[config.mk]
export PLATFORM = sky130hd
export DESIGN_NAME = lpc_mem_host
export DESIGN_NICKNAME = d
export VERILOG_FILES = /design/src/rtl/lpc_host_pkg.sv /design/src/rtl/lpc_sync_timer.sv /design/src/rtl/lpc_rd_assembler.sv /design/src/rtl/lpc_field_drive.sv /design/src/rtl/lpc_host_seq.sv /design/src/rtl/lpc_mem_host.sv
export SDC_FILE = /design/constraint.sdc
export NUM_CORES = 1
export LEC_CHECK = 0
export CAP_MARGIN = 20
export CORE_MARGIN = 10
export CORE_UTILIZATION = 50
export CTS_CLUSTER_DIAMETER = 150
export DETAILED_ROUTE_END_ITERATION = 6
export DONT_BUFFER_PORTS = 1
export GPL_TIMING_DRIVEN = 1
export PLACE_DENSITY = 0.67
export SLEW_MARGIN = 20
export SYNTH_ARGS = -nofsm -noshare
export SYNTH_HDL_FRONTEND = slang
export SYNTH_SLANG_ARGS = --single-unit
[constraint.sdc]
create_clock -name clk -period 2.59 [get_ports clk]
set_clock_uncertainty 0.2 [all_clocks]
set_input_delay 0.6475 -clock clk [delete_from_list [all_inputs] [get_ports clk]]
set_output_delay 0.6475 -clock clk [all_outputs]
set_load 0.01 [all_outputs]
[src/rtl/lpc_host_pkg.sv]
package lpc_host_pkg;

    typedef enum logic [3:0] {
        PH_IDLE,
        PH_START,
        PH_CTYPE,
        PH_ADDR,
        PH_WDATA,
        PH_HTAR0,
        PH_HTAR1,
        PH_SYNC,
        PH_RDATA,
        PH_TTAR0,
        PH_TTAR1
    } lpc_phase_e;

    typedef struct packed {
        logic       frame_n;
        logic       oe;
        logic [3:0] lad;
    } lpc_drive_t;

    localparam logic [3:0] NIB_START   = 4'b0000;
    localparam logic [3:0] NIB_TURN    = 4'b1111;
    localparam logic [3:0] NIB_READY   = 4'b0000;
    localparam logic [1:0] CT_MEMORY   = 2'b01;

    function automatic logic [3:0] ctype_nibble(input logic is_write);
        return {CT_MEMORY, is_write, 1'b0};
    endfunction

    function automatic lpc_drive_t released();
        lpc_drive_t d;
        d.frame_n = 1'b1;
        d.oe      = 1'b0;
        d.lad     = NIB_TURN;
        return d;
    endfunction

endpackage

[src/rtl/lpc_sync_timer.sv]
module lpc_sync_timer #(
    parameter int unsigned LIMIT = 8
) (
    input  logic clk,
    input  logic rst,
    input  logic run,
    output logic last
);
    localparam int unsigned CW = (LIMIT < 2) ? 1 : $clog2(LIMIT);

    logic [CW-1:0] cnt_q;

    always_ff @(posedge clk) begin
        if (rst || !run) begin
            cnt_q <= '0;
        end else if (cnt_q != CW'(LIMIT - 1)) begin
            cnt_q <= cnt_q + 1'b1;
        end
    end

    // high on the final allowed sample of the wait window
    assign last = run && (cnt_q == CW'(LIMIT - 1));

endmodule

[src/rtl/lpc_rd_assembler.sv]
module lpc_rd_assembler #(
    parameter int unsigned DATA_W = 8,
    parameter int unsigned IDX_W  = 3
) (
    input  logic              clk,
    input  logic              rst,
    input  logic              clr,
    input  logic              cap_en,
    input  logic [IDX_W-1:0]  cap_idx,
    input  logic [3:0]        lad_in,
    output logic [DATA_W-1:0] rdata
);
    localparam int unsigned DATA_NIB = DATA_W / 4;

    logic [3:0] nib_q [DATA_NIB];

    for (genvar g = 0; g < DATA_NIB; g++) begin : g_nib
        always_ff @(posedge clk) begin
            if (rst || clr) begin
                nib_q[g] <= '0;
            end else if (cap_en && cap_idx == IDX_W'(g)) begin
                nib_q[g] <= lad_in;
            end
        end
        // nibble g arrives g-th, so low nibble first
        assign rdata[4*g +: 4] = nib_q[g];
    end

endmodule

[src/rtl/lpc_field_drive.sv]
module lpc_field_drive
    import lpc_host_pkg::*;
#(
    parameter int unsigned ADDR_W = 32,
    parameter int unsigned DATA_W = 8,
    parameter int unsigned IDX_W  = 3
) (
    input  lpc_phase_e        phase,
    input  logic [IDX_W-1:0]  idx,
    input  logic              is_write,
    input  logic [ADDR_W-1:0] addr,
    input  logic [DATA_W-1:0] wdata,
    output lpc_drive_t        drv
);
    localparam int unsigned ADDR_NIB = ADDR_W / 4;
    localparam int unsigned DATA_NIB = DATA_W / 4;

    logic [3:0] addr_nib [ADDR_NIB];
    logic [3:0] data_nib [DATA_NIB];

    // address leaves most significant nibble first
    for (genvar g = 0; g < ADDR_NIB; g++) begin : g_addr
        assign addr_nib[g] = addr[ADDR_W-1-4*g -: 4];
    end

    // write data leaves least significant nibble first
    for (genvar g = 0; g < DATA_NIB; g++) begin : g_data
        assign data_nib[g] = wdata[4*g +: 4];
    end

    logic [3:0] addr_sel;
    logic [3:0] data_sel;

    always_comb begin
        addr_sel = addr_nib[0];
        for (int i = 0; i < ADDR_NIB; i++) begin
            if (idx == IDX_W'(i)) addr_sel = addr_nib[i];
        end
        data_sel = data_nib[0];
        for (int i = 0; i < DATA_NIB; i++) begin
            if (idx == IDX_W'(i)) data_sel = data_nib[i];
        end
    end

    always_comb begin
        drv = released();
        unique case (phase)
            PH_START: begin
                drv.frame_n = 1'b0;
                drv.oe      = 1'b1;
                drv.lad     = NIB_START;
            end
            PH_CTYPE: begin
                drv.oe  = 1'b1;
                drv.lad = ctype_nibble(is_write);
            end
            PH_ADDR: begin
                drv.oe  = 1'b1;
                drv.lad = addr_sel;
            end
            PH_WDATA: begin
                drv.oe  = 1'b1;
                drv.lad = data_sel;
            end
            PH_HTAR0: begin
                drv.oe  = 1'b1;
                drv.lad = NIB_TURN;
            end
            default: drv = released();
        endcase
    end

endmodule

[src/rtl/lpc_host_seq.sv]
module lpc_host_seq
    import lpc_host_pkg::*;
#(
    parameter int unsigned ADDR_W = 32,
    parameter int unsigned DATA_W = 8,
    parameter int unsigned IDX_W  = 3
) (
    input  logic              clk,
    input  logic              rst,
    input  logic              req_start,
    input  logic              req_write,
    input  logic [ADDR_W-1:0] req_addr,
    input  logic [DATA_W-1:0] req_wdata,
    input  logic [3:0]        lad_in,
    input  logic              wait_last,
    output lpc_phase_e        phase,
    output logic [IDX_W-1:0]  idx,
    output logic              write_q,
    output logic [ADDR_W-1:0] addr_q,
    output logic [DATA_W-1:0] wdata_q,
    output logic              wait_run,
    output logic              cap_en,
    output logic              sync_fail,
    output logic              done,
    output logic              err
);
    localparam int unsigned ADDR_NIB = ADDR_W / 4;
    localparam int unsigned DATA_NIB = DATA_W / 4;
    localparam logic [IDX_W-1:0] ADDR_LAST = IDX_W'(ADDR_NIB - 1);
    localparam logic [IDX_W-1:0] DATA_LAST = IDX_W'(DATA_NIB - 1);

    logic ready_seen;

    assign ready_seen = (lad_in == NIB_READY);
    assign wait_run   = (phase == PH_SYNC);
    assign cap_en     = (phase == PH_RDATA);
    assign sync_fail  = wait_run && !ready_seen && wait_last;

    always_ff @(posedge clk) begin
        if (rst) begin
            phase   <= PH_IDLE;
            idx     <= '0;
            write_q <= 1'b0;
            addr_q  <= '0;
            wdata_q <= '0;
            done    <= 1'b0;
            err     <= 1'b0;
        end else begin
            done <= 1'b0;
            err  <= 1'b0;
            unique case (phase)
                PH_IDLE: begin
                    if (req_start) begin
                        write_q <= req_write;
                        addr_q  <= req_addr;
                        wdata_q <= req_wdata;
                        phase   <= PH_START;
                    end
                end
                PH_START: phase <= PH_CTYPE;
                PH_CTYPE: begin
                    idx   <= '0;
                    phase <= PH_ADDR;
                end
                PH_ADDR: begin
                    if (idx == ADDR_LAST) begin
                        idx   <= '0;
                        phase <= write_q ? PH_WDATA : PH_HTAR0;
                    end else begin
                        idx <= idx + 1'b1;
                    end
                end
                PH_WDATA: begin
                    if (idx == DATA_LAST) begin
                        idx   <= '0;
                        phase <= PH_HTAR0;
                    end else begin
                        idx <= idx + 1'b1;
                    end
                end
                PH_HTAR0: phase <= PH_HTAR1;
                PH_HTAR1: phase <= PH_SYNC;
                PH_SYNC: begin
                    if (ready_seen) begin
                        idx   <= '0;
                        phase <= write_q ? PH_TTAR0 : PH_RDATA;
                    end else if (wait_last) begin
                        done  <= 1'b1;
                        err   <= 1'b1;
                        phase <= PH_IDLE;
                    end
                end
                PH_RDATA: begin
                    if (idx == DATA_LAST) begin
                        idx   <= '0;
                        phase <= PH_TTAR0;
                    end else begin
                        idx <= idx + 1'b1;
                    end
                end
                PH_TTAR0: phase <= PH_TTAR1;
                PH_TTAR1: begin
                    done  <= 1'b1;
                    phase <= PH_IDLE;
                end
                default: phase <= PH_IDLE;
            endcase
        end
    end

endmodule

[src/rtl/lpc_mem_host.sv]
module lpc_mem_host
    import lpc_host_pkg::*;
#(
    parameter int unsigned ADDR_W       = 32,
    parameter int unsigned DATA_W       = 8,
    parameter int unsigned SYNC_TIMEOUT = 8
) (
    input  logic              clk,
    input  logic              rst,
    input  logic              req_start,
    input  logic              req_write,
    input  logic [ADDR_W-1:0] req_addr,
    input  logic [DATA_W-1:0] req_wdata,
    output logic [DATA_W-1:0] rsp_rdata,
    output logic              rsp_done,
    output logic              rsp_err,
    output logic              lpc_frame_n,
    output logic [3:0]        lpc_lad_o,
    output logic              lpc_lad_oe,
    input  logic [3:0]        lpc_lad_i
);
    localparam int unsigned ADDR_NIB = ADDR_W / 4;
    localparam int unsigned IDX_W    = (ADDR_NIB < 2) ? 1 : $clog2(ADDR_NIB);

    lpc_phase_e        phase;
    logic [IDX_W-1:0]  idx;
    logic              write_q;
    logic [ADDR_W-1:0] addr_q;
    logic [DATA_W-1:0] wdata_q;
    logic              wait_run;
    logic              wait_last;
    logic              cap_en;
    logic              sync_fail;
    lpc_drive_t        drv;

    lpc_host_seq #(.ADDR_W(ADDR_W), .DATA_W(DATA_W), .IDX_W(IDX_W)) u_seq (
        .clk       (clk),
        .rst       (rst),
        .req_start (req_start),
        .req_write (req_write),
        .req_addr  (req_addr),
        .req_wdata (req_wdata),
        .lad_in    (lpc_lad_i),
        .wait_last (wait_last),
        .phase     (phase),
        .idx       (idx),
        .write_q   (write_q),
        .addr_q    (addr_q),
        .wdata_q   (wdata_q),
        .wait_run  (wait_run),
        .cap_en    (cap_en),
        .sync_fail (sync_fail),
        .done      (rsp_done),
        .err       (rsp_err)
    );

    lpc_sync_timer #(.LIMIT(SYNC_TIMEOUT)) u_timer (
        .clk  (clk),
        .rst  (rst),
        .run  (wait_run),
        .last (wait_last)
    );

    lpc_rd_assembler #(.DATA_W(DATA_W), .IDX_W(IDX_W)) u_rd (
        .clk     (clk),
        .rst     (rst),
        .clr     (sync_fail),
        .cap_en  (cap_en),
        .cap_idx (idx),
        .lad_in  (lpc_lad_i),
        .rdata   (rsp_rdata)
    );

    lpc_field_drive #(.ADDR_W(ADDR_W), .DATA_W(DATA_W), .IDX_W(IDX_W)) u_drv (
        .phase    (phase),
        .idx      (idx),
        .is_write (write_q),
        .addr     (addr_q),
        .wdata    (wdata_q),
        .drv      (drv)
    );

    assign lpc_frame_n = drv.frame_n;
    assign lpc_lad_o   = drv.lad;
    assign lpc_lad_oe  = drv.oe;

endmodule

==> flow_summary.toml <==
[run_status]
status = "finished with violations"
violations = "setup timing"

[grt]
grt_start_max_net_pins = 52
grt_pass1_vias = 2474
grt_antenna_before_repair = 0
overflow = 0
grt_pass1_wl_um = 12200
grtUsageTotal_pct = 15.3

[place]
pre_cts_ws_ps = 3.59
io_buffer_count = 0
finalWeightedCongestion = 0.834
dpl.hpwl_um = 5590

[yosys]
synth_top_area_cell = "dfxtp_1"
syn_area_mm2 = 0.00303
yosys_warnings = 0
synthDistinctLibCells = 49
syn_avg_cell_area_um2 = 8.23
synth_area_leaders = "dfxtp_1 (35%), nand2_1 (11%), a21oi_1 (9.4%), edfxtp_1 (7.9%), ha_1 (3.3%)"
synthFlopType = "dfxtp_1"
synth_common_cells = "nand2_1 (90), a21oi_1 (57), dfxtp_1 (53), nor2_1 (15), buf_2 (13)"
yosysMostFrequentCell = "nand2_1"
yosys_register_bits = 61
async_reset_ff_share_pct = 0
ys_seq_area_share_pct = 43.0
post-synth-top-area-fraction_pct = 35.0
synth_edf_count = 8
synth_nets = 424
postSynthCellCount = 368

[finish]
nFillCells = 538
num-nets-final = 426
syn2layout_area_growth_pct = 13.0
drive_above_1_share_pct = 16.3
antenna_cells = 0
post-route-util_pct = 58.1

[die]
die_h_um = 97.8
core_area_mm2 = 0.00589
ioPinCount = 64
start_util_pct = 51.4
die_area_mm2 = 0.00957
die_w_um = 97.8
placementRows = 28

[routing]
drtAntennaViolNets = 0
drc = 0
dr.pass1.iters = 4
wl_per_cell_um = 16.9
num_vias = 2526
via_per_inst = 5.61
drt_wl_total_um = 7620
drt_iter0_drc = 129

[min_path]
hold_path.startpoint = "rst"
hold_class = "in -> reg"

[cts]
cts_sinks = 61
clockRootBuffer = "clkbuf_8"
clock_latency_ps = 330
numCtsBuffers = 9
cts_max_level = 3
ctsHoldBuffers = 0
cts.reportedPaths.clkPinSlew_ps = 70
cts_max_path_buffers = 2
cts_tree = "done"

[sta]
fin_crit_sh_pct = 108
finalHoldViolCount = 0
max_freq_mhz = 359
setup_violations = 4
period_minus_slack_ps = 2790
tightestPinTransition_ps = 551
rsz0062_at_grt = "true"
fin_ws_ps = -198
max-slew-margin-rel_pct = 63.0
slew_violations = 0

[job]
maxCapViolCount = 0

[critical_path]
cp-startpoint = "u_seq.idx[0]$_SDFFE_PP0P_"
critPathBufInv = 3
r2r_start = "u_seq.phase[2]$_SDFFE_PP0P_"
slowest_delay_ps = 370
critPathLaunchType = "register"
crit_chain = "buf_6, ha_4, buf_4, buf_4, a21oi_1, o221ai_1, a311o_1"
critPathRequiredTime_ps = 1740
cp.arrival_ps = 1940
path_delay_family = "compound AO/OA/AOI/OAI gates"
cp_slowest_cell = "dfxtp_4"
cp_max_fo = 8
end_kind = "output port"
worst_path_most_repeated_cell = "buf_4"
crit_type = "reg -> out"

[pwr]
p_per_area_mw_per_mm2 = 733
vdd_drop_max_v = 0.000446
p_leak_nw = 1.31
total_power_mw = 2.51
## metrics by stage
| stage | hold WS (ps) | cells | instance area, µm² | TNS (ps) |
|---|---|---|---|---|
| floorplan | 233 | 368 | 3030 | 0 |
| global placement | 242 | 432 | 3120 | 0 |
| detailed placement | 241 | 432 | 3120 | 0 |
| CTS | 163 | 449 | 3390 | -835 |
| global route | 166 | 450 | 3420 | -1110 |
| finish | 177 | 450 | 3420 | -763 |
## area by class of cell
type	instances	area (µm²)	share of cell area, %
clock buffer	12	145	4.24
inverter	11	43.8	1.28
sequential	61	1310	38.3
multi-input combinational	268	1630	47.8
clock inverter	4	47.5	1.39
timing repair buffer	19	146	4.28
tap	75	93.8	2.74
## placed cells by master, fill, tap and decap left out, types with 4 or more instances in the layout
master    instances
a31oi_1           7
nand3_1           4
mux2i_1           7
nand2_1          90
edfxtp_1          8
ha_4              4
nor2b_1           5
a221oi_2          4
inv_1             8
a21o_1            4
o211ai_1          4
nor2_1           15
clkbuf_8         10
buf_4            18
a311o_1           4
o221ai_1          4
and2_1            8
a21oi_1          56
dfxtp_1          50
## cell families after synthesis
kind of cell / count (synthesis) / synth area share, %
buffers and inverters: 39 / 5.74
adders and majority gates: 8 / 3.31
and+or+nand+nor: 144 / 22.0
muxes: 8 / 2.69
AOI/OAI and AO/OA: 106 / 22.7
DFF: 61 / 43.0
xor gates and xnor gates: 2 / 0.579
## per-layer routing
metal	vias to the layer above	GRT usage, %	part of all wire [%]
li1	1276	-	-
met1	1155	19.5	47
met2	85	22.5	45
met3	10	6.34	7.3
met4	0	5.48	1.4
met5	-	0	0
## final timing paths
check | endpoint | slack, ps | cells past startpoint
hold reg to reg | u_seq.addr_q[8]$_SDFFE_PP0P_ | 250 | 2
hold / removal | u_seq.phase[1]$_SDFFE_PP0P_ | 180 | 1
setup reg to reg | u_rd.nib_q[1][0]$_SDFFCE_PN0P_ | 510 | 5
setup / recovery | lpc_lad_o[0] | -200 | 7
## registers in the layout, summed over array words and instances (netlist names)
register	cells
u_rd.nib_q	8
u_seq.addr_q	32
u_seq.done	1
u_seq.err	1
u_seq.idx	3
u_seq.phase	4
u_seq.wdata_q	8
u_seq.write_q	1
u_timer.cnt_q	3
## power breakdown
group | total, mW | leakage [nW] | switching [mW] | internal, mW
clock network | 0.827 | 0.0964 | 0.359 | 0.468
logic | 0.554 | 0.692 | 0.326 | 0.229
registers | 1.12 | 0.517 | 0.0805 | 1.04
## what timing repair did
| action | in CTS | in global routing |
|---|---|---|
| pin swaps | 3 | 2 |
| setup endpoints to repair | 4 | 4 |
| setup buffers | 1 | 2 |
| gates resized for setup | 18 | 8 |
(Power assumes the default switching activity.)
